### src/rtl/sdspi_pkg.sv
package sdspi_pkg;

  typedef enum logic [1:0] {
    ST_IDLE = 2'd0,
    ST_XFER = 2'd1,
    ST_DONE = 2'd2
  } xfer_st_t;

  // byte returned by a status read
  function automatic logic [7:0] status_pack(input logic irq_f,
                                             input logic wp,
                                             input logic present);
    return {irq_f, 5'b00000, wp, present};
  endfunction

  // card select is driven only when the port is on and selected
  function automatic logic cs_active(input logic en, input logic sel);
    return en & sel;
  endfunction

endpackage

### src/rtl/sdspi_clkdiv.sv
module sdspi_clkdiv #(
  parameter int HALF_DIV = 4
) (
  input  logic clk,
  input  logic rst_n,
  input  logic run,
  output logic tick
);
  localparam int CW = (HALF_DIV > 1) ? $clog2(HALF_DIV) : 1;
  localparam logic [CW-1:0] LAST = CW'(HALF_DIV - 1);

  logic [CW-1:0] cnt;

  assign tick = run && (cnt == LAST);

  always_ff @(posedge clk or negedge rst_n) begin
    if (!rst_n)      cnt <= '0;
    else if (!run)   cnt <= '0;
    else if (tick)   cnt <= '0;
    else             cnt <= cnt + 1'b1;
  end


  half_spacing_chk: assert property (@(posedge clk) disable iff (!rst_n)
    (HALF_DIV > 1 && tick) |=> !tick);

endmodule

### src/rtl/sdspi_shifter.sv
module sdspi_shifter (
  input  logic       clk,
  input  logic       rst_n,
  input  logic       start,
  input  logic [7:0] tx_byte,
  input  logic       tick,
  input  logic       miso,
  output logic       busy,
  output logic       fin,
  output logic       sck,
  output logic       mosi,
  output logic [7:0] rx_byte
);
  logic [7:0] tx_sh;
  logic [7:0] rx_sh;
  logic [3:0] half_cnt;
  logic       rise_ev;
  logic       fall_ev;

  assign rise_ev = busy && tick && !sck;
  assign fall_ev = busy && tick && sck;
  assign fin     = fall_ev && (half_cnt == 4'd15);
  assign mosi    = tx_sh[7];
  assign rx_byte = rx_sh;

  always_ff @(posedge clk or negedge rst_n) begin
    if (!rst_n) begin
      tx_sh    <= 8'hFF;
      rx_sh    <= 8'h00;
      half_cnt <= '0;
      sck      <= 1'b0;
      busy     <= 1'b0;
    end else if (start && !busy) begin
      tx_sh    <= tx_byte;
      half_cnt <= '0;
      sck      <= 1'b0;
      busy     <= 1'b1;
    end else if (busy && tick) begin
      sck      <= ~sck;
      half_cnt <= half_cnt + 1'b1;
      if (rise_ev) rx_sh <= {rx_sh[6:0], miso};
      if (fall_ev) tx_sh <= {tx_sh[6:0], 1'b1};
      if (fin)     busy  <= 1'b0;
    end
  end


  sck_idle_chk: assert property (@(posedge clk) disable iff (!rst_n)
    !busy |-> !sck);

  mosi_hold_chk: assert property (@(posedge clk) disable iff (!rst_n)
    (busy && sck && $past(busy) && $past(sck)) |-> $stable(mosi));

  fin_busy_chk: assert property (@(posedge clk) disable iff (!rst_n)
    fin |=> !busy && !sck);

endmodule

### src/rtl/sdspi_regs.sv
module sdspi_regs (
  input  logic       clk,
  input  logic       rst_n,
  input  logic       wr_ctrl,
  input  logic       wd_en,
  input  logic       wd_ie,
  input  logic       wd_sel,
  input  logic       wd_zero,
  input  logic       set_irq,
  input  logic       clr_irq,
  input  logic       card_present,
  input  logic       card_wp,
  output logic       en,
  output logic       irq_en,
  output logic       sel,
  output logic       irq_flag,
  output logic [7:0] status
);
  import sdspi_pkg::*;

  always_ff @(posedge clk or negedge rst_n) begin
    if (!rst_n) begin
      en     <= 1'b0;
      irq_en <= 1'b0;
      sel    <= 1'b0;
    end else if (wr_ctrl) begin
      en     <= wd_en;
      irq_en <= wd_ie;
      sel    <= wd_sel;
    end
  end

  always_ff @(posedge clk or negedge rst_n) begin
    if (!rst_n)       irq_flag <= 1'b0;
    else if (set_irq) irq_flag <= 1'b1;
    else if (clr_irq) irq_flag <= 1'b0;
  end

  assign status = status_pack(irq_flag, card_wp, card_present);


  zero_write_chk: assert property (@(posedge clk) disable iff (!rst_n)
    (wr_ctrl && wd_zero) |=> (!en && !sel));

  irq_set_chk: assert property (@(posedge clk) disable iff (!rst_n)
    set_irq |=> irq_flag);

  irq_clr_chk: assert property (@(posedge clk) disable iff (!rst_n)
    (clr_irq && !set_irq) |=> !irq_flag);

endmodule

### src/rtl/sdspi_host.sv
module sdspi_host #(
  parameter int HALF_DIV = 4
) (
  input  logic       clk,
  input  logic       rst_n,
  input  logic       acc_valid,
  input  logic       acc_write,
  input  logic       acc_addr,
  input  logic [7:0] acc_wdata,
  output logic [7:0] acc_rdata,
  output logic       acc_ready,
  input  logic       card_present,
  input  logic       card_wp,
  output logic       spi_sck,
  output logic       spi_mosi,
  input  logic       spi_miso,
  output logic       spi_cs_n,
  output logic       irq
);
  import sdspi_pkg::*;

  xfer_st_t   state;
  logic       en, irq_en, sel, irq_flag;
  logic [7:0] status;
  logic       wr_ctrl, data_req, start_ev, bypass_ev;
  logic       tick, busy, fin;
  logic [7:0] rx_byte, tx_byte;

  assign wr_ctrl   = acc_valid && acc_write && !acc_addr;
  assign data_req  = acc_valid && acc_addr;
  assign start_ev  = data_req && en && (state == ST_IDLE);
  assign bypass_ev = data_req && !en && (state == ST_IDLE);
  assign tx_byte   = acc_write ? acc_wdata : 8'hFF;

  sdspi_regs regs_i (
    .clk(clk), .rst_n(rst_n), .wr_ctrl(wr_ctrl),
    .wd_en(acc_wdata[7]), .wd_ie(acc_wdata[6]), .wd_sel(acc_wdata[0]),
    .wd_zero(acc_wdata == 8'h00),
    .set_irq(fin && irq_en), .clr_irq(start_ev || bypass_ev),
    .card_present(card_present), .card_wp(card_wp),
    .en(en), .irq_en(irq_en), .sel(sel), .irq_flag(irq_flag), .status(status)
  );

  sdspi_clkdiv #(.HALF_DIV(HALF_DIV)) div_i (
    .clk(clk), .rst_n(rst_n), .run(busy), .tick(tick)
  );

  sdspi_shifter shf_i (
    .clk(clk), .rst_n(rst_n), .start(start_ev), .tx_byte(tx_byte),
    .tick(tick), .miso(spi_miso), .busy(busy), .fin(fin),
    .sck(spi_sck), .mosi(spi_mosi), .rx_byte(rx_byte)
  );

  always_ff @(posedge clk or negedge rst_n) begin
    if (!rst_n) state <= ST_IDLE;
    else begin
      unique case (state)
        ST_IDLE: if (start_ev) state <= ST_XFER;
        ST_XFER: if (fin)      state <= ST_DONE;
        ST_DONE:               state <= ST_IDLE;
        default:               state <= ST_IDLE;
      endcase
    end
  end

  always_comb begin
    if (!acc_addr) begin
      acc_ready = acc_valid;
      acc_rdata = status;
    end else begin
      acc_ready = acc_valid && ((state == ST_DONE) || bypass_ev);
      acc_rdata = (state == ST_DONE) ? rx_byte : 8'hFF;
    end
  end

  assign spi_cs_n = !cs_active(en, sel);
  assign irq      = irq_flag;


  xfer_to_done_chk: assert property (@(posedge clk) disable iff (!rst_n)
    (state == ST_XFER) |=> (state != ST_IDLE));

  done_after_fin_chk: assert property (@(posedge clk) disable iff (!rst_n)
    (state == ST_DONE) |-> $past(fin));

  off_quiet_chk: assert property (@(posedge clk) disable iff (!rst_n)
    (bypass_ev && !busy) |=> !spi_sck);

endmodule

### config.mk
export PLATFORM = sky130hd
export DESIGN_NAME = sdspi_host
export DESIGN_NICKNAME = d
export VERILOG_FILES = /design/src/rtl/sdspi_pkg.sv /design/src/rtl/sdspi_clkdiv.sv /design/src/rtl/sdspi_shifter.sv /design/src/rtl/sdspi_regs.sv /design/src/rtl/sdspi_host.sv
export SDC_FILE = /design/constraint.sdc
export NUM_CORES = 1
export LEC_CHECK = 0
export BUFFER_PORTS_ARGS = -buffer_cell sky130_fd_sc_hd__buf_2
export CELL_PAD_IN_SITES_DETAIL_PLACEMENT = 0
export CELL_PAD_IN_SITES_GLOBAL_PLACEMENT = 1
export CORE_MARGIN = 1.5
export CORE_UTILIZATION = 38
export DETAILED_ROUTE_END_ITERATION = 10
export PLACE_DENSITY = 0.84
export SLEW_MARGIN = 40
export SYNTH_ARGS = -nofsm -noshare
export SYNTH_HDL_FRONTEND = slang
export SYNTH_SLANG_ARGS = --single-unit
### constraint.sdc
create_clock -name clk -period 1.4 [get_ports clk]
set_input_delay 0.14 -clock clk [delete_from_list [all_inputs] [get_ports clk]]
set_output_delay 0.14 -clock clk [all_outputs]
set_load 0.01 [all_outputs]
# Yosys cells after proc, flatten, opt, wreduce, memory -nomap -nowiden
# Index checks and enable logic that the tools add are counted.
# word_totals
latchBits	0
rom_bits	0
mem_count	0
register_bits	30
out_inout_bits	13
ramBits	0
# classes
div	0
n_bitwise	3
n_eq_ne	6
n_addsub	2
multipliers	0
mux	21
shifts	0
magnitude_cmp	0
reduce_logical	31
# ops
op	count
8-bit 2-to-1 mux	6
1-bit logical AND	15
1-bit 2-to-1 mux	8
2-bit 2-to-1 mux	4
4-bit 2-to-1 mux	2
2-bit nonzero test	4
2-bit AND reduction	3
1-bit logical NOT	5
4-bit by 1-bit adder with 4-bit output (second input constant)	1
2-bit == test (second input constant)	2
4-bit == test (second input constant)	1
2-bit case mux with 2 select lines	1
3-bit AND reduction	1
2-bit by 1-bit adder with 2-bit output (second input constant)	1
2-bit by 1-bit == test with 1-bit output (second input constant)	1
2-bit logical NOT	1
1-bit logical OR	2
2-bit by 1-bit inequality test with 1-bit output (second input constant)	1
2-bit inequality test (second input constant)	1
1-bit inverter	2
1-bit AND	1

# Longest topological paths before layout
# Gate-level depths: netlist of run 1.
# depth
word_depth	8
mapped_depth	5

# Modules after synthesis
# From an unflattened synthesis of run 1, not the netlist that was laid out.
# hier_totals
hier_cells	165
hier_area_um2	1686.6
# by_module_without_submodules
mod	instances	area_per_inst_um2	cells_per_inst
sdspi_shifter	1	1058.5	87
sdspi_host	1	327.8	54
sdspi_regs	1	209.0	18
sdspi_clkdiv	1	91.3	6

# Worst setup path after synthesis of run 1
# OpenSTA, ideal clock, no wires.
# synth_timing
kind	register to register
startpoint	register div_i.cnt[0]
endpoint	register shf_i.rx_sh[0], in the netlist shf_i.rx_byte[0]
synth_period_minus_slack_ns	1.461
arrival_ns	1.336
required_ns	1.275
setup_slack_ns	-0.061
path_stages_with_launch	6
path_cell_list	dfrtp_1 ha_1 nand2_2 or2_1 buf_6 mux2_4
# synth_between
elab_chain_cells	5
# synth_rtl
element	line_no	rtl
start: declaration	sdspi_clkdiv.sv:12	logic [CW-1:0] cnt;
start signal: assignment	sdspi_clkdiv.sv:20	else cnt <= cnt + 1'b1;
2-bit == test (*)	sdspi_clkdiv.sv:14	assign tick = run && (cnt == LAST);
1-bit logical AND (*)	sdspi_clkdiv.sv:14	
1-bit logical AND (*)	sdspi_shifter.sv:20, sdspi_shifter.sv:38	
1-bit logical AND	sdspi_shifter.sv:20	assign rise_ev = busy && tick && !sck;
3-bit AND reduction (no line) (*)	-	
end signal: assignment	sdspi_shifter.sv:41	if (rise_ev) rx_sh <= {rx_sh[6:0], miso};
end: declaration	sdspi_shifter.sv:15	logic [7:0] rx_sh;
# Every way passes the cells marked *; elsewhere a longest branch is shown, timed or not.
# A chain may end at the register's enable or synchronous reset.

# Final worst setup path of run 1
# layout_timing
startpoint	register state[0]
endpoint	output acc_rdata[6]
# layout_between
elab_chain_cells	3
# layout_rtl
element	line_no	rtl
start: declaration	sdspi_host.sv:22	xfer_st_t state;
start signal: assignment	sdspi_host.sv:55	if (!rst_n) state <= ST_IDLE;
start signal: assignment	sdspi_host.sv:58	ST_IDLE: if (start_ev) state <= ST_XFER;
start signal: assignment	sdspi_host.sv:59	ST_XFER: if (fin) state <= ST_DONE;
2-bit == test	sdspi_host.sv:72	acc_rdata = (state == ST_DONE) ? rx_byte : 8'hFF;
8-bit 2-to-1 mux	sdspi_host.sv:72	
8-bit 2-to-1 mux	sdspi_host.sv:67	if (!acc_addr) begin
end: declaration	sdspi_host.sv:10	output logic [7:0] acc_rdata,
# No other way between the ends.

==> results by group, run 1 <==
Power
  • Peak VDD IR: 0.510 mV
  • PD cells: 1260 nW/um^2
  • Pleak: 0.986 nW

Finish
  • Layout cells sized above 1: 0.467
  • Post-Route Utilization: 0.523
  • N_diodes: 0
  • Most common cell after layout, fill and taps aside: buf_2
  • Fin nets: 186
  • Most frequent cells in the layout: buf_2, dfrtp_1, mux2i_1
  • Syn-to-layout area delta: 30.7%

Synthesis
  • Post-synth top area cell: dfrtp_1
  • Synth top area share: 0.373
  • #FFs+latches synth: 30
  • Syn Nets: 142
  • Post-synthesis sequential area ratio: 0.515
  • Main area contributors after synthesis: dfrtp_1, dfstp_2, mux2i_1, mux2_4, nor2b_1
  • Synth unique cells: 32
  • Post-synth design cell area: 1480 sq um
  • Top FF cell, synth: dfrtp_1
  • FFs w/ async S/R, synth: 1.00
  • Syn_area_per_cell: 11.9 sq um
  • Yosys Warn Count: 0
  • Number of flops mapped to enable cells by yosys: 0
  • Post-Syn Instances: 124

Critical path
  • CP required: 1.26 ns
  • CP arrival: 1.23 ns
  • Endpoint class of the critical path: output port
  • Setup crit start kind: register
  • CP delay by family, top: flip-flops
  • CP bufs+invs: 1
  • CP Max Fanout: 8
  • CP peak stage delay: 0.42 ns
  • Critical path class: reg2out
  • CP max-delay cell: dfrtp_1
  • Crit-path cells: nand2b_4 -> o21a_1 -> buf_2

Min path
  • HP Class: in2reg

Floorplan
  • Die area: 4270 sq um
  • Initial Util: 0.400
  • IO Count: 29
  • Die W: 65.3 um
  • Die H: 65.3 um
  • Rows: 22
  • Area of the core: 3690 sq um

Global route
  • Gr ovfl total: 0
  • Largest net degree at the start of global routing: 31
  • Vias in the first global route: 1057
  • GRT Overall Usage: 0.153
  • First-pass GRT wire length: 4930 um
  • Initial antenna violation count: 0

Drt
  • Initial DRC count: 19
  • Antenna viol nets, final: 0
  • WL final: 2990 um
  • Via density: 4.97
  • DRT Pass-1 Iters: 5
  • Post-DR wirelength/cell: 13.8 um
  • Routed via count: 1078
  • # DRC: 0

STA
  • Worst Skew: 0.00581 ns
  • Slew headroom: 0.560
  • RSZ-0062 raised after global routing: true
  • Setup_tns: 0 ns
  • Final min period: 1.37 ns
  • Worst-margin pin slew: 0.660 ns
  • Slew Viols, Final: 0
  • Final hold violation count: 0
  • Final Setup Violations: 0
  • Fmax: 729 MHz
  • Fin crit share: 0.980

Clock tree
  • CTS tree: done
  • Worst-Skew Late Latency: 0.29 ns
  • Htree depth: 2
  • Clock Sink Count: 30
  • Reg clk slew, reported paths: 0.07 ns
  • CTS Buffer Depth: 2
  • CTS root buf: clkbuf_8
  • Total CTS buffers: 5

Place
  • GP Congestion: 0.806
  • IO buf count: 28
  • Post-DP HPWL: 2130 um

Run status
  • Run status: completed

Job
  • Maxcap violations: 0
routing by layer:
metal	part of all wire	global-route usage	up-vias
met1	0.48	0.212	523
li1	-	-	518
met4	0.014	0.0625	0
met2	0.44	0.222	34
met5	0	0	-
met3	0.059	0.0479	3
registers in the layout (all words and copies together), names as in the netlist:
signal / cells
regs_i.irq_en: 1
shf_i.busy: 1
shf_i.tx_sh: 8
div_i.cnt: 2
shf_i.rx_byte: 8
shf_i.half_cnt: 4
shf_i.sck: 1
state: 2
regs_i.en: 1
regs_i.sel: 1
regs_i.irq_flag: 1
where the power goes:
group | internal [mW] | total [mW] | switching [mW]
sequential | 1.02 | 1.12 | 0.0998
clock | 0.523 | 0.858 | 0.335
combinational | 0.222 | 0.449 | 0.227
total | 1.76 | 2.43 | 0.662
synth_stat cells (all sizes together) (3+ instances only):
cell type  number
o21a            5
mux2           11
buf             3
nand3           4
nand2           4
mux2i          15
a21oi           5
nor2            8
dfrtp          22
o21ai           6
nor2b           8
nand2b          3
dfstp           8
path summary, 6_finish.rpt:
| kind | startpoint | endpoint | slack [ns] | depth (start not counted) |
|---|---|---|---|---|
| max | state[0] | acc_rdata[6] | 0.03 | 3 |
| min | spi_miso | shf_i.rx_byte[0] | 0.08 | 2 |
| max reg2reg | state[0] | shf_i.tx_sh[5] | 0.05 | 4 |
| min reg2reg | div_i.cnt[0] | div_i.cnt[0] | 0.50 | 1 |
| max in group asynchronous | rst_n | regs_i.irq_en | 0.55 | 2 |
| min in group asynchronous | rst_n | shf_i.half_cnt[3] | 0.42 | 2 |
area by class of cell:
class,count,area [sq um]
multi-input cells,88,728
inverters,1,3.75
clock buffers,5,68.8
flip-flops and latches,30,761
fillers,360,1760
well taps,48,60.1
repair buffers,42,268
clock inverters,3,40.0
metrics by stage:
stage               instance area (sq um)  hold WS, ns  setup slack, ns  std cells  power [mW]
detailed placement                   1790        0.210           0.0155        210        1.57
CTS                                  1910       0.0770          0.00694        218        2.44
global route                         1930       0.0872          -0.0539        217        2.56
global placement                     1790        0.196           0.0523        210        1.54
finish                               1930       0.0828           0.0279        217        2.43
floorplan                            1490       -0.156           0.0141        124        1.35
cell families after synthesis:
family / after synthesis / synth area share
fa+ha+maj: 2 / 0.0169
xor+xnor: 2 / 0.0119
buf+inv: 6 / 0.0254
compound gates: 19 / 0.0771
flops: 30 / 0.515
simple gates: 39 / 0.147
mux: 26 / 0.206
repair_timing:
action,4_1_cts,5_1_grt
hold endpoints to repair,22,0
setup buffers,0,0
pin swaps,4,7
gates cloned,0,0
resized for setup,4,9
hold buffers,1,0
setup endpoints to repair,9,25
Power figures use the tool's default switching activity.
==> run 2, diff against run 1 <==
Settings changed: PLACE_DENSITY 0.84 to unset, PLACE_DENSITY_LB_ADDON set to 0.1.
==> run 2 against run 1 <==
Fmax down 0.40%. Clock skew about the same. Design area up 1.0%. Non-clock buffer count is 2 higher. Clock power shrank 18%. Critical path depth increased by 2. First-iteration DRC count rose by 100%. Via count up 0.83%. Total power is 6.1% lower. Sequential cell count is the same. Count of clock-buffer cells in the layout up 2.
==> results by group, run 2 (same netlist as run 1, synthesis figures left out) <==
Clock tree
  • Worst-Skew Late Latency: 0.28 ns
  • Reg clk slew, reported paths: 0.06 ns
  • CTS Buffer Depth: 2
  • Htree depth: 2
  • CTS tree: done
  • Clock Sink Count: 30
  • CTS root buf: clkbuf_8
  • Total CTS buffers: 5

Power
  • Sw Share: 0.275
  • Clock power frac: 0.309
  • Comb pwr share: 0.200
  • Psw: 627 uW
  • Pleak: 0.982 nW
  • PD cells: 1170 nW/um^2
  • Peak VDD IR: 0.714 mV
  • Int Pwr: 1.65 mW
  • Flop pwr share: 0.491

Finish
  • Post-Layout Cell Count: 219
  • Layout cells sized above 1: 0.474
  • Most frequent cells in the layout: buf_2, dfrtp_1, mux2i_1
  • Fillers: 350
  • Most common cell after layout, fill and taps aside: buf_2
  • Syn-to-layout area delta: 32.0%
  • N_diodes: 0
  • Cell area after layout: 1950 sq um
  • Post-Route Utilization: 0.528
  • Fin nets: 188

Critical path
  • CP arrival: 1.55 ns
  • Endpoint class of the critical path: register
  • CP peak stage delay: 0.38 ns
  • Critical path class: reg2reg
  • CP delay by family, top: flip-flops
  • CP bufs+invs: 1
  • CP required: 1.57 ns
  • Crit-path cells: ha_4 -> nand2_2 -> or2_4 -> buf_12 -> mux2_4
  • CP Max Fanout: 8
  • Setup crit start kind: register
  • CP max-delay cell: dfrtp_1

Floorplan
  • IO Count: 29
  • Die W: 65.3 um
  • Rows: 22
  • Die H: 65.3 um
  • Die area: 4270 sq um
  • Initial Util: 0.400
  • Area of the core: 3690 sq um

Global route
  • Largest net degree at the start of global routing: 31
  • Initial antenna violation count: 0
  • Vias in the first global route: 1093
  • Gr ovfl total: 0
  • GRT Overall Usage: 0.155
  • First-pass GRT wire length: 4930 um

Place
  • Post-DP HPWL: 2060 um
  • GP Congestion: 0.659
  • Placed insts: 209
  • Post-DP Area: 1790 sq um
  • IO buf count: 28

STA
  • Worst Skew: 0.00578 ns
  • Final Setup Violations: 0
  • Final min period: 1.38 ns
  • RSZ-0062 raised after global routing: true
  • Fin crit share: 0.984
  • Fmax: 726 MHz
  • Slew Viols, Final: 0
  • Slew headroom: 0.566
  • Worst-margin pin slew: 0.651 ns
  • Setup_tns: 0 ns
  • Final hold violation count: 0
  • WHS: 0.0904 ns

Drt
  • Post-DR wirelength/cell: 13.3 um
  • DRT Pass-1 Iters: 3
  • WL final: 2910 um
  • Via density: 4.96
  • # DRC: 0
  • Initial DRC count: 38
  • Routed via count: 1087
  • Antenna viol nets, final: 0

Run status
  • Run status: completed

Job
  • Maxcap violations: 0

Min path
  • HP Class: in2reg
## run 2: cell count changes in the layout (fill, tap and decap cells not counted), sizes merged
cell and change:
buf +2, bufinv -1, clkbuf +2, clkinv -1
## run 2: what timing repair did
item / 4_1_cts / 5_1_grt
endpoints found under the setup margin: 9 / 27
hold endpoints to repair: 22 / 0
hold buffers: 1 / 0
pin swaps: 1 / 4
gates resized for setup: 4 / 11
setup buffers: 0 / 2
## run 2: power groups by stage
stage | registers [mW] | logic (mW) | clock network [mW]
2_1_floorplan | 1.13 | 0.221 | 0
3_3_place_gp | 1.11 | 0.425 | 0
3_5_place_dp | 1.12 | 0.439 | 0
4_1_cts | 1.11 | 0.437 | 0.732
5_1_grt | 1.13 | 0.520 | 0.771
6_report | 1.12 | 0.456 | 0.704
## run 2: stage by stage
| step | setup slack (ns) | total power [mW] |
|---|---|---|
| 3_5_place_dp | 0.0132 | 1.56 |
| 2_1_floorplan | 0.0141 | 1.35 |
| 3_3_place_gp | 0.0433 | 1.54 |
| 4_1_cts | 0.00128 | 2.28 |
| 5_1_grt | -0.0348 | 2.42 |
| 6_report | 0.0224 | 2.28 |
## run 2: layout make-up
cell class | count | area [sq um] | share of cell area
flip-flops and latches | 30 | 761 | 0.390
multi-input cells | 88 | 734 | 0.377
repair buffers | 44 | 299 | 0.153
clock buffers | 7 | 86.3 | 0.0443
well taps | 48 | 60.1 | 0.0308
clock inverters | 1 | 5.00 | 0.00257
inverters | 1 | 3.75 | 0.00193
## run 2: final timing paths
check	cells past startpoint	from	slack, ns	end
setup / recovery	5	div_i.cnt[1]	0.02	shf_i.rx_byte[3]
hold / removal	2	spi_miso	0.09	shf_i.rx_byte[0]
setup reg to reg	5	div_i.cnt[1]	0.02	shf_i.rx_byte[3]
hold reg to reg	1	div_i.cnt[0]	0.48	div_i.cnt[0]
max in group asynchronous	2	rst_n	0.56	shf_i.half_cnt[3]
min in group asynchronous	2	rst_n	0.42	regs_i.irq_flag
## run 2: layer usage
metal | track usage | part of all wire | vias up
met1 | 0.191 | 0.47 | 540
met2 | 0.246 | 0.47 | 17
li1 | - | - | 525
met5 | 0 | 0 | -
met4 | 0.0781 | 0.018 | 0
met3 | 0.0462 | 0.039 | 5
